===== src/rtl/naf_pkg.sv =====
package naf_pkg;
  localparam int ADDR_W = 4;

  typedef struct packed {
    logic fwd;
    logic loadDigit;
    logic enterBcast;
    logic leaveBcast;
  } nafStrobes_t;

  typedef struct packed {
    logic isPrefix;
    logic isHex;
  } byteClass_t;
endpackage


===== src/rtl/naf_control.sv =====
module naf_control
  import naf_pkg::*;
(
  input  logic        clk,
  input  logic        rst_n,
  input  logic        rxValid,
  input  byteClass_t  byteCls,
  output nafStrobes_t strobes,
  output logic        bcastMode
);
  typedef enum logic {S_IDLE, S_PREFIX} prefState_t;

  prefState_t stateQ, stateD;
  logic       bcastQ;

  always_comb begin
    stateD  = stateQ;
    strobes = '0;
    if (rxValid) begin
      unique case (stateQ)
        S_IDLE: begin
          if (byteCls.isPrefix) stateD = S_PREFIX;
          else                  strobes.fwd = 1'b1;
        end
        S_PREFIX: begin
          stateD = S_IDLE;
          if (byteCls.isPrefix) begin
            strobes.enterBcast = 1'b1;
          end else if (byteCls.isHex) begin
            strobes.loadDigit  = 1'b1;
            strobes.leaveBcast = 1'b1;
          end else begin
            strobes.fwd = 1'b1;
          end
        end
        default: stateD = S_IDLE;
      endcase
    end
  end

  always_ff @(posedge clk) begin
    if (!rst_n) begin
      stateQ <= S_IDLE;
      bcastQ <= 1'b0;
    end else begin
      stateQ <= stateD;
      if (strobes.enterBcast)      bcastQ <= 1'b1;
      else if (strobes.leaveBcast) bcastQ <= 1'b0;
    end
  end

  assign bcastMode = bcastQ;
endmodule


===== src/rtl/naf_datapath.sv =====
module naf_datapath
  import naf_pkg::*;
#(
  parameter int          DATA_W      = 8,
  parameter logic [7:0]  PREFIX_CHAR = 8'h40
) (
  input  logic              clk,
  input  logic              rst_n,
  input  logic [DATA_W-1:0] rxData,
  input  logic [ADDR_W-1:0] nodeAddr,
  input  logic              needsReply,
  input  logic              bcastMode,
  input  nafStrobes_t       strobes,
  output byteClass_t        byteCls,
  output logic [DATA_W-1:0] cmdData,
  output logic              cmdValid,
  output logic              execEn,
  output logic              lineDriveEn,
  output logic              ackEn,
  output logic              rejectPulse
);
  localparam logic [DATA_W-1:0] PREFIX_W = DATA_W'(PREFIX_CHAR);
  localparam logic [DATA_W-1:0] DEC_LO   = DATA_W'(8'h30);
  localparam logic [DATA_W-1:0] DEC_HI   = DATA_W'(8'h39);
  localparam logic [DATA_W-1:0] UPR_LO   = DATA_W'(8'h41);
  localparam logic [DATA_W-1:0] UPR_HI   = DATA_W'(8'h46);
  localparam logic [DATA_W-1:0] LWR_LO   = DATA_W'(8'h61);
  localparam logic [DATA_W-1:0] LWR_HI   = DATA_W'(8'h66);

  logic [ADDR_W-1:0] hexNibble;
  logic [ADDR_W-1:0] digitQ;
  logic [DATA_W-1:0] cmdDataQ;
  logic              cmdValidQ;
  logic              refuseQ;
  logic              addrMatch;
  logic              nodeIsZero;
  logic              refuseNow;

  always_comb begin
    byteCls.isPrefix = (rxData == PREFIX_W);
    byteCls.isHex    = 1'b0;
    hexNibble        = '0;
    if (rxData >= DEC_LO && rxData <= DEC_HI) begin
      byteCls.isHex = 1'b1;
      hexNibble     = rxData[ADDR_W-1:0];
    end else if ((rxData >= UPR_LO && rxData <= UPR_HI) ||
                 (rxData >= LWR_LO && rxData <= LWR_HI)) begin
      byteCls.isHex = 1'b1;
      hexNibble     = rxData[ADDR_W-1:0] + ADDR_W'(9);
    end
  end

  always_ff @(posedge clk) begin
    if (!rst_n) begin
      digitQ    <= '0;
      cmdDataQ  <= '0;
      cmdValidQ <= 1'b0;
      refuseQ   <= 1'b0;
    end else begin
      if (strobes.loadDigit) digitQ <= hexNibble;
      cmdValidQ <= strobes.fwd;
      if (strobes.fwd) cmdDataQ <= rxData;
      refuseQ <= refuseNow;
    end
  end

  logic rejectQ;
  always_ff @(posedge clk) begin
    if (!rst_n) rejectQ <= 1'b0;
    else        rejectQ <= refuseNow & ~refuseQ;
  end

  assign addrMatch   = (digitQ == nodeAddr);
  assign nodeIsZero  = (nodeAddr == '0);
  assign refuseNow   = bcastMode & needsReply;
  assign execEn      = (bcastMode | addrMatch) & ~refuseNow;
  assign lineDriveEn = bcastMode ? nodeIsZero : addrMatch;
  assign ackEn       = bcastMode ? nodeIsZero : addrMatch;
  assign cmdData     = cmdDataQ;
  assign cmdValid    = cmdValidQ;
  assign rejectPulse = rejectQ;
endmodule


===== src/rtl/mdrop_addr_filter.sv =====
module mdrop_addr_filter
  import naf_pkg::*;
#(
  parameter int         DATA_W      = 8,
  parameter logic [7:0] PREFIX_CHAR = 8'h40
) (
  input  logic              clk,
  input  logic              rst_n,
  input  logic [DATA_W-1:0] rxData,
  input  logic              rxValid,
  input  logic [ADDR_W-1:0] nodeAddr,
  input  logic              needsReply,
  output logic [DATA_W-1:0] cmdData,
  output logic              cmdValid,
  output logic              execEn,
  output logic              lineDriveEn,
  output logic              ackEn,
  output logic              rejectPulse
);
  nafStrobes_t strobes;
  byteClass_t  byteCls;
  logic        bcastMode;

  naf_control u_ctrl (
    .clk       (clk),
    .rst_n     (rst_n),
    .rxValid   (rxValid),
    .byteCls   (byteCls),
    .strobes   (strobes),
    .bcastMode (bcastMode)
  );

  naf_datapath #(
    .DATA_W      (DATA_W),
    .PREFIX_CHAR (PREFIX_CHAR)
  ) u_dp (
    .clk         (clk),
    .rst_n       (rst_n),
    .rxData      (rxData),
    .nodeAddr    (nodeAddr),
    .needsReply  (needsReply),
    .bcastMode   (bcastMode),
    .strobes     (strobes),
    .byteCls     (byteCls),
    .cmdData     (cmdData),
    .cmdValid    (cmdValid),
    .execEn      (execEn),
    .lineDriveEn (lineDriveEn),
    .ackEn       (ackEn),
    .rejectPulse (rejectPulse)
  );
endmodule


===== config.mk =====
export PLATFORM = sky130hd
export DESIGN_NAME = mdrop_addr_filter
export DESIGN_NICKNAME = d
export VERILOG_FILES = /design/src/rtl/naf_pkg.sv /design/src/rtl/naf_control.sv /design/src/rtl/naf_datapath.sv /design/src/rtl/mdrop_addr_filter.sv
export SDC_FILE = /design/constraint.sdc
export NUM_CORES = 1
export LEC_CHECK = 0
export BUFFER_PORTS_ARGS = -buffer_cell sky130_fd_sc_hd__clkbuf_2
export CORE_ASPECT_RATIO = 1.75
export CORE_MARGIN = 3
export CORE_UTILIZATION = 35
export CTS_CLUSTER_SIZE = 14
export DETAILED_ROUTE_END_ITERATION = 16
export PLACE_DENSITY = 0.65
export RECOVER_POWER = 25
export SETUP_SLACK_MARGIN = 0.4
export SLEW_MARGIN = 20
export SYNTH_ARGS = -nofsm -noshare
export SYNTH_HDL_FRONTEND = slang
export SYNTH_HIERARCHICAL = 1
export SYNTH_SLANG_ARGS = --single-unit

===== constraint.sdc =====
create_clock -name clk -period 3.1 [get_ports clk]
set_clock_uncertainty 0.15 [all_clocks]
set_input_delay 0.93 -clock clk [delete_from_list [all_inputs] [get_ports clk]]
set_output_delay 0.93 -clock clk [all_outputs]
set_load 0.02 [all_outputs]

Word-level counts from Yosys, hierarchy flattened
Index checks and enable logic that the tools add are counted.
- add/sub/neg operators: 1
- $lt $le $gt $ge: 6
- eq/ne operators: 2
- multiplexer cells: 17
- bitwise gates (word level): 7
- reduce and logical (&&, ||, !) cells: 6
- operators with widths (cell ; number):
    $ge A8 B7 Y1 const B ; 2
    $le A8 B7 Y1 const B ; 2
    $mux W4 ; 3
    $mux W1 ; 10
    $eq A8 B7 Y1 const B ; 1
    $ge A8 B6 Y1 const B ; 1
    $le A8 B6 Y1 const B ; 1
    $add A4 B4 Y4 const B ; 1
    $eq A4 B4 Y1 ; 1
    $logic_not A4 Y1 ; 1
    $pmux W1 S2 ; 2
    $and A1 B1 Y1 ; 3
    $logic_and A1 B1 Y1 ; 3
    $mux W3 ; 1
    $not A1 Y1 ; 3
    $mux W2 ; 1
    $reduce_bool A2 Y1 ; 1
    $logic_or A1 B1 Y1 ; 1
    $or A1 B1 Y1 ; 1
- flip-flop bits (word level): 17
- bits of input ports: 16
- output and inout bits: 13
- logic and storage cells: 46

Logic depth before layout (Yosys ltp)
Gate-level depths: netlist of run 1.
- word-level depth: 11
- mapped depth: 11

Modules after synthesis
Netlist of run 1, hierarchy kept.
- modules (own cells, without submodules) (module ; times used ; cells each ; area each (µm²) ; sequential area each (µm²)):
    naf_datapath ; 1 ; 90 ; 857.1 ; 300.3
    naf_control ; 1 ; 13 ; 115.1 ; 40.0

Worst setup path before layout of run 1
No wires, ideal clock.
- path type: input to output
- start: input nodeAddr[1]
- end: output lineDriveEn
- data arrival time: 1.829 ns
- data required time: 2.020 ns
- path slack: 0.191 ns
- cell stages on the path: 5
- buffers on the path: 1
- path through: xnor2_1 -> nand2_1 -> nor4_1 -> a21o_1 -> buf_4
- word-level cells in the longest chain between the ends: 2
- elaborated cells between the ends (all ways): 3
- classes of those cells: eq/ne (1); mux (1); reduce/logical (1)
- RTL lines (item ; line ; source):
    from (decl) ; mdrop_addr_filter.sv:11 ; input logic [ADDR_W-1:0] nodeAddr,
    $eq A4 B4 Y1 or $logic_not A4 Y1 (tied branches) ; naf_datapath.sv:73, naf_datapath.sv:74 ;
    $mux W1 (*) ; n/a ;
    to (decl) ; mdrop_addr_filter.sv:16 ; output logic lineDriveEn,
Every way passes the cells marked *; elsewhere a longest branch is shown, timed or not.

Final worst setup path of run 1
- start: input nodeAddr[2]
- end: output lineDriveEn
- word-level cells in the longest chain between the ends: 2
- elaborated cells between the ends (all ways): 3
- classes of those cells: eq/ne (1); mux (1); reduce/logical (1)
- RTL lines (item ; line ; source):
    $eq A4 B4 Y1 or $logic_not A4 Y1 (tied branches) ; naf_datapath.sv:73, naf_datapath.sv:74 ;
    $mux W1 (*) ; naf_datapath.sv:77 ; assign lineDriveEn = bcastMode ? nodeIsZero : addrMatch;
Marks and branches as above.

==> metrics.cfg, run 1 <==
[run_status]
run_status = finished, final reports clean

[yosys]
seq_area_frac_synth = 0.350
synth_top_area_share = 0.350
netlist_area_sq_um = 972
postSynthAreaPerCell_sq_um = 9.44
async_flop_share = 0
syn_nets = 122
yosysWarnings = 6
synth_edf_count = 0
synth.most_common_cell = dfxtp_1
ys_ff_latch = 17
ys_types = 39
synth_ff_type = dfxtp_1
synthCells = 103
synth_area_leaders = dfxtp_1 (35%), mux2i_1 (8.2%), nor2b_1 (5.8%)
yosysTopAreaCell = dfxtp_1
synth_common_cells = dfxtp_1 (17), nor2b_1 (9), mux2i_1 (8)

[timing]
maxSlewViolCount = 0
worst_slack_ns = 0.212
hold_violations = 0
clock.fmax_ghz = 0.346
hold_ws_ns = 0.235
grt_setup_unrepaired = true
setup_viol = 0
finalCriticalPeriod_ns = 2.89
worst_pin_slew_ns = 0.667
setup_tns_ns = 0
final.period_utilization = 0.932
slew_headroom = 0.555

[cts]
root_buffer = clkbuf_8
cts_buffers = 3
cts_sinks = 17
htreeDepth = 1
insertion_delay_ns = 0.25
holdBufCountCts = 0
cts_tree = done
cts_buffer_depth = 2
clk_transition_reported_paths_ns = 0.06

[min_path]
hold_path.class = reg2reg
min_from = u_dp/refuseQ
hold-path-cell-count = 1

[layout]
areaGrowthSynthToFinish_pct = 32.2
n_fill_cell = 256
drive_gt1_frac = 0.353
fin_nets = 156
num_antenna_cells = 0

[die]
initial_core_util = 0.376
dieArea_sq_um = 3470
rows = 24
core_sq_um = 2580
ios = 29
die_y_microns = 75.7
fp.dieW_microns = 45.8

[placed_design]
place_congestion = 0.948
pre_cts_slack_ns = 0.110
hpwl_mm = 1.62
port_buffers = 28

[drt]
vias = 894
drt-total-wl_mm = 2.26
firstDrtPassIters = 4
ant_nets = 0
wl_per_cell_microns = 14.0
viasPerCell = 5.52
drc = 0
drt_iter0_drc = 13

[global_routing]
grt_use_total = 0.145
grt_overflow = 0
grt_pass1_wl_mm = 3.64
grt_max_degree = 19
grt_pass1_vias = 845
antenna_found_initial = 0

[setup_path]
crit_arrival_ns = 1.81
criticalPathCategory = in2out
cp.required_ns = 2.02
rr_worst_depth = 4
critPathMaxFanout = 2
crit_start = nodeAddr[2]
rr_startpoint = u_ctrl/stateQ
crit_path_start_kind = primary input
end_kind = primary output

[pwr]
p_total_w = 0.000489
powerDensity_nw_per_um2 = 380
max-vdd-ir-drop_v = 0.000272
p_leak_nw = 0.571

[flow_run]
maxCapViolCount = 0

## layer usage
metal | share of wire | vias up | GRT usage
met3 | 0.062 | 9 | 0.0284
met1 | 0.37 | 418 | 0.154
li1 | - | 432 | -
met4 | 0.042 | 0 | 0.101
met2 | 0.52 | 35 | 0.245
met5 | 0 | - | 0
## sequential cells by signal, summed over array words and instances, names as in the netlist
name	cells
u_dp/refuseQ	1
u_ctrl/bcastMode	1
u_dp/digitQ	4
u_ctrl/stateQ	1
u_dp/rejectPulse	1
u_dp/cmdData	8
u_dp/cmdValid	1
## critical path, stage by stage
cell and delay (ns):
buf_8 0.10, xor2_2 0.13, nor4_2 0.31, a21o_1 0.16, clkbuf_2 0.18
## final cells by class
cell class / count / area, sq um / share of cell area
sequential: 17 / 340 / 0.265
tap: 26 / 32.5 / 0.0253
clock buffer: 4 / 45.0 / 0.0351
multi-input combinational: 75 / 621 / 0.483
inverter: 5 / 23.8 / 0.0185
timing repair buffer: 35 / 223 / 0.173
## report_power, final
| group | internal, W | switching (W) | leakage, nW | total (W) |
|---|---|---|---|---|
| sequential | 0.000225 | 0.00000318 | 0.139 | 0.000229 |
| combinational | 0.0000415 | 0.0000519 | 0.410 | 0.0000933 |
| clock | 0.0000914 | 0.0000756 | 0.0228 | 0.000167 |
| total | 0.000358 | 0.000131 | 0.571 | 0.000489 |
## cells in the final DEF, fill, tap and decap left out, types with 3 or more instances in the layout
cell,netlist,routed
o21ai_0,3,3
buf_4,2,7
clkbuf_1,1,7
clkbuf_2,0,17
a21oi_1,4,3
a21o_1,3,3
nand3_1,5,4
nor2_1,3,3
mux2i_1,8,8
dfxtp_1,17,17
buf_6,2,3
clkbuf_8,0,4
nand2_1,5,5
nor2b_1,9,9
## stage by stage
| stage | utilization | instances | area [sq um] |
|---|---|---|---|
| after global routing | 0.498 | 162 | 1280 |
| after global placement | 0.439 | 155 | 1130 |
| after detailed placement | 0.439 | 155 | 1130 |
| after CTS | 0.471 | 162 | 1220 |
| final | 0.498 | 162 | 1280 |
| after floorplan | - | 103 | 985 |
## worst paths after layout
| check | slack [ns] | endpoint |
|---|---|---|
| setup / recovery | 0.21 | lineDriveEn |
| hold / removal | 0.24 | u_dp/rejectPulse |
| setup reg to reg | 1.78 | u_dp/cmdData[2] |
| hold reg to reg | 0.24 | u_dp/rejectPulse |
## timing repair
item                                    in CTS  in global routing
pin swaps                                    2                  4
endpoints found under the setup margin      11                 12
cloned                                       1                  0
buffers inserted                             2                  0
gates resized for setup                      5                 26
hold endpoints to repair                     0                  0
## cells by family (layout without fill, tap and decap cells)
logic type | count (synthesis) | count (layout) | synth area share
compound gates | 24 | 24 | 0.189
xor+xnor | 4 | 4 | 0.0360
fa+ha+maj | 3 | 3 | 0.0386
buf+inv | 11 | 44 | 0.0669
flops | 17 | 17 | 0.350
mux | 8 | 8 | 0.0824
simple gates | 36 | 36 | 0.237
Power figures use the tool's default switching activity.
==> run 2, diff against run 1 <==
==> constraint.sdc (replaced) <==
create_clock -name clk -period 3.1 [get_ports clk]
set_clock_uncertainty 0.15 [all_clocks]
set_input_delay 0 -clock clk [delete_from_list [all_inputs] [get_ports clk]]
set_output_delay 0 -clock clk [all_outputs]
set_load 0.02 [all_outputs]
==> metrics.cfg, run 2 (same netlist as run 1, synthesis figures left out) <==
[drt]
firstDrtPassIters = 4  ; unchanged
drt-total-wl_mm = 2.35  ; +4.0%
wl_per_cell_microns = 14.3  ; +2.7%
drt_iter0_drc = 14  ; +1
ant_nets = 0  ; unchanged
drc = 0  ; unchanged
viasPerCell = 5.40  ; -2.1%
vias = 886  ; -0.89%

[die]
fp.dieW_microns = 45.8  ; unchanged
initial_core_util = 0.376  ; unchanged
dieArea_sq_um = 3470  ; unchanged
rows = 24  ; unchanged
core_sq_um = 2580  ; unchanged
die_y_microns = 75.7  ; unchanged
ios = 29  ; unchanged

[setup_path]
criticalPathCategory = in2reg
critPathTopFamily = buffers and inverters
slowest_delay_ns = 0.54  ; +0.23 ns
cp.required_ns = 3.08  ; +1.06 ns
reg2reg_setup_slack_ns = 1.60  ; -0.18 ns
crit_slowest_cell = dlygate4sd3_1
cp_cell_sequence = dlygate4sd3_1, clkbuf_2, inv_1, ha_1, inv_1, o41a_1, a21o_1, a211oi_1, buf_4, mux2i_1, nor2b_1
critPathMaxFanout = 9  ; +7
crit_arrival_ns = 2.58  ; +0.77 ns
crit_path_start_kind = primary input
cp_common_cell = inv_1
crit_buf_inv = 5  ; +3
end_kind = register

[flow_run]
maxCapViolCount = 0  ; unchanged

[cts]
cts_buffer_depth = 2  ; unchanged
insertion_delay_ns = 0.24  ; about the same
htreeDepth = 1  ; unchanged
cts_tree = done
cts_setup_buffers = 0  ; -2
root_buffer = clkbuf_8
cts_sinks = 17  ; unchanged
cts_buffers = 3  ; unchanged
clk_transition_reported_paths_ns = 0.06  ; about the same

[layout]
fin_nets = 158  ; +1.3%
drive_gt1_frac = 0.225  ; -0.128
n_fill_cell = 241  ; -5.9%
num_antenna_cells = 0  ; unchanged
stdcell_area_sq_um = 1220  ; -4.8%
areaGrowthSynthToFinish_pct = 25.9
fin_cells = 164  ; +1.2%
largest_reg_flops = 8  ; unchanged
layout_common_cells = clkbuf_2 (22), dfxtp_1 (17), nor2b_1 (9)
layout_commonest_cell = clkbuf_2

[timing]
maxSlewViolCount = 0  ; unchanged
hold_violations = 0  ; unchanged
slew_headroom = 0.551  ; -0.00422
setup_viol = 0  ; unchanged
worst_pin_slew_ns = 0.664  ; -0.00302 ns
clock.fmax_ghz = 0.385  ; +11%
setup_tns_ns = 0  ; unchanged
finalCriticalPeriod_ns = 2.60  ; -0.289 ns
final.period_utilization = 0.838  ; -0.0933
hold_ws_ns = 0.0437  ; -0.192 ns
grt_setup_unrepaired = false

[global_routing]
antenna_found_initial = 0  ; unchanged
grt_use_total = 0.148  ; +0.00260
grt_pass1_vias = 890  ; +5.3%
grt_pass1_wl_mm = 3.84  ; +5.5%
grt_overflow = 0  ; unchanged
grt_max_degree = 19  ; unchanged

[placed_design]
hpwl_mm = 1.76  ; +9.1%
port_buffers = 28  ; unchanged
place_congestion = 0.921  ; -2.8%
dp_cells = 152  ; -1.9%
placed_cell_area_sq_um = 1110  ; -2.5%

[min_path]
hold_path.class = in2reg

[pwr]
p_leak_nw = 0.561  ; -1.7%
max-vdd-ir-drop_v = 0.000266  ; -2.4%
powerDensity_nw_per_um2 = 391  ; +2.7%

[run_status]
run_status = finished, final reports clean

run 2: cell count changes in the layout (fill, tap and decap cells not counted), sizes merged:
cell         change
clkbuf           +4
dlygate4sd3      +8
buf             -10
run 2: power breakdown:
group | leakage, nW | switching [W] | internal [W]
Combinational | 0.400 | 0.0000504 | 0.0000386
Sequential | 0.139 | 0.00000342 | 0.000225
Clock | 0.0228 | 0.0000694 | 0.0000910
run 2: layout make-up:
class / instances / area, sq um / area share
Multi-Input combinational cell: 75 / 567 / 0.463
Sequential cell: 17 / 340 / 0.278
Timing Repair Buffer: 37 / 220 / 0.180
Clock buffer: 4 / 45.0 / 0.0368
Tap cell: 26 / 32.5 / 0.0266
Inverter: 5 / 18.8 / 0.0153
run 2: final timing paths:
kind                                     from                to  cells after the start
worst max register to register  u_ctrl/stateQ    u_dp/digitQ[3]                      5
worst max-delay path                rxData[1]   u_dp/cmdData[0]                     11
worst min-delay path                rxData[3]   u_dp/cmdData[3]                      3
worst min register to register   u_dp/refuseQ  u_dp/rejectPulse                      1
run 2: worst min-delay path, stage by stage:
cell,delay (ns)
clkbuf_2,0.18
mux2i_1,0.16
nor2b_1,0.05
run 2: timing repair:
item | in CTS | in global routing
gates resized for setup | 0 | 0
hold buffers | 8 | 0
endpoints found under the hold margin | 11 | 0
run 2: metal layers:
layer,track usage,part of all wire
met1,0.147,0.38
met2,0.288,0.56
met3,0.0307,0.052
met4,0.0443,0.0051
met5,0,0
run 2: metrics by stage:
step | worst slack, ns | util | total power, W
CTS | 0.549 | 0.477 | 0.000486
global route | 0.434 | 0.474 | 0.000502
floorplan | 1.25 | - | 0.000284
finish | 0.501 | 0.474 | 0.000478
detailed placement | 0.846 | 0.428 | 0.000315
global placement | 0.838 | 0.428 | 0.000313
==> run 3, diff against run 2 <==
- clock period: 3.1 -> 2.4 ns (I/O delays scaled with it)
==> metrics.cfg, run 3 (same netlist as run 1, synthesis figures left out) <==
[run_status]
run_status = finished, final reports clean

[die]
core_sq_um = 2580  ; unchanged
die_y_microns = 75.7  ; unchanged
rows = 24  ; unchanged
dieArea_sq_um = 3470  ; unchanged
ios = 29  ; unchanged
initial_core_util = 0.376  ; unchanged
fp.dieW_microns = 45.8  ; unchanged

[setup_path]
crit_slowest_cell = o41a_1
cp_cell_sequence = clkbuf_2, inv_1, ha_1, o41a_1, a21o_1, a211oi_2, buf_4, mux2i_1, nor2b_1
crit_arrival_ns = 1.85  ; -0.73 ns
crit_path_start_kind = primary input
critPathMaxFanout = 6  ; -3
crit_start = rxData[1]
cp.required_ns = 2.39  ; -0.69 ns
end_kind = register
criticalPathCategory = in2reg
slowest_delay_ns = 0.44  ; -0.10 ns
rr_startpoint = u_ctrl/stateQ

[cts]
cts_buffers = 3  ; unchanged
cts_sinks = 17  ; unchanged
htreeDepth = 1  ; unchanged
root_buffer = clkbuf_8
cts_tree = done
cts_setup_buffers = 0  ; unchanged
insertion_delay_ns = 0.25  ; about the same
cts_buffer_depth = 2  ; unchanged
clk_transition_reported_paths_ns = 0.06  ; about the same

[pwr]
internal_power_w = 0.000462  ; +30%
max-vdd-ir-drop_v = 0.000403  ; +52%
switchingPower_w = 0.000161  ; +31%
powerDensity_nw_per_um2 = 491  ; +26%
clock_power_share = 0.338  ; +0.003
p_total_w = 0.000623  ; +30%
power_frac_seq = 0.475  ; -0.004
power_frac_comb = 0.187  ; about the same
p_leak_nw = 0.585  ; +4.2%
swShare = 0.259  ; +0.000819

[global_routing]
grt_pass1_vias = 923  ; +3.7%
grt_pass1_wl_mm = 4.07  ; +5.9%
grt_use_total = 0.161  ; +0.0137
antenna_found_initial = 0  ; unchanged
grt_max_degree = 19  ; unchanged
grt_overflow = 0  ; unchanged

[placed_design]
placed_cell_area_sq_um = 1130  ; +2.0%
place_congestion = 0.923  ; +0.20%
port_buffers = 28  ; unchanged
pre_cts_slack_ns = 0.229  ; -0.618 ns
hpwl_mm = 1.72  ; -2.6%

[layout]
n_fill_cell = 270  ; +12%
multi_input_area_sq_um = 574  ; +1.3%
num_antenna_cells = 0  ; unchanged
stdcell_area_sq_um = 1270  ; +3.7%
drive_gt1_frac = 0.259  ; +0.0341
areaGrowthSynthToFinish_pct = 30.5
layout_common_cells = clkbuf_2 (22), dfxtp_1 (17), dlygate4sd3_1 (9), nor2b_1 (9), mux2i_1 (8)
largest_reg_flops = 8  ; unchanged
seqCellArea_sq_um = 340  ; unchanged
fin_nets = 163  ; +3.2%
final_core_util = 0.491  ; +0.0174
layout_commonest_cell = clkbuf_2

[timing]
hold_violations = 0  ; unchanged
grt_setup_unrepaired = false
worst_slack_ns = 0.543  ; +0.0411 ns
slew_headroom = 0.769  ; +0.218
clock.fmax_ghz = 0.538
finalCriticalPeriod_ns = 1.86
final.period_utilization = 0.774
setup_tns_ns = 0  ; unchanged
setup_viol = 0  ; unchanged
maxSlewViolCount = 0  ; unchanged
worst_pin_slew_ns = 0.343  ; -0.321 ns

[drt]
drc = 0  ; unchanged
firstDrtPassIters = 4  ; unchanged
ant_nets = 0  ; unchanged
viasPerCell = 5.30  ; -2.0%
wl_per_cell_microns = 13.7  ; -4.7%
drt_iter0_drc = 37  ; +23
vias = 895  ; +1.0%
drt-total-wl_mm = 2.31  ; -1.8%

[flow_run]
maxCapViolCount = 0  ; unchanged

[min_path]
hold_path.class = in2reg
min_from = rxData[3]

-- run 3: changes by cell type in the layout (fill, tap and decap cells not counted), sizes merged --
cell	previous run	this run
buf	1	5
dlygate4sd3	8	9
-- run 3: stage by stage --
stage | hold WS [ns] | instances
6_report | 0.0402 | 169
5_1_grt | 0.0711 | 169
4_1_cts | 0.0380 | 168
3_5_place_dp | 0.118 | 155
3_3_place_gp | 0.119 | 155
2_1_floorplan | -0.0174 | 103
-- run 3: cell type report --
class,count,area share
Clock buffer,4,0.0355
Multi-Input combinational cell,75,0.453
Inverter,5,0.0148
Sequential cell,17,0.268
Tap cell,26,0.0256
Timing Repair Buffer,42,0.203
-- run 3: path summary, 6_finish.rpt --
check | endpoint | slack, ns | cells after the start
worst max-delay path | u_dp/cmdData[0] | 0.54 | 9
worst min-delay path | u_dp/cmdData[3] | 0.04 | 3
worst max register to register | u_dp/digitQ[3] | 0.96 | 5
worst min register to register | u_dp/rejectPulse | 0.24 | 1
-- run 3: worst max-delay path, delay by kind of cell --
family | cells | cell delay (ns)
mux | 1 | 0.24
simple gates | 1 | 0.07
compound gates | 3 | 0.92
fa+ha+maj | 1 | 0.21
buf+inv | 3 | 0.42
-- run 3: per-layer routing --
layer  global-route usage  share of wire  vias up  routed length (microns)
met3               0.0307          0.063        5                      146
met1                0.165           0.37      409                      853
met4               0.0886          0.022        0                       51
met5                    0              0        -                        0
li1                     -              -      443                        -
met2                0.293           0.54       38                     1260
-- run 3: power groups by stage --
stage          clock network (W)  registers, W   logic, W
3_5_place_dp                   0      0.000302   0.000105
6_report                0.000210      0.000296   0.000117
5_1_grt                 0.000235      0.000297   0.000129
3_3_place_gp                   0      0.000302   0.000104
4_1_cts                 0.000221      0.000296   0.000117
2_1_floorplan                  0      0.000312  0.0000545
-- run 3: timing repair --
item / 4_1_cts / 5_1_grt
hold endpoints to repair: 12 / 0
gates resized for setup: 0 / 3
setup endpoints to repair: 0 / 9
hold buffers: 9 / 0
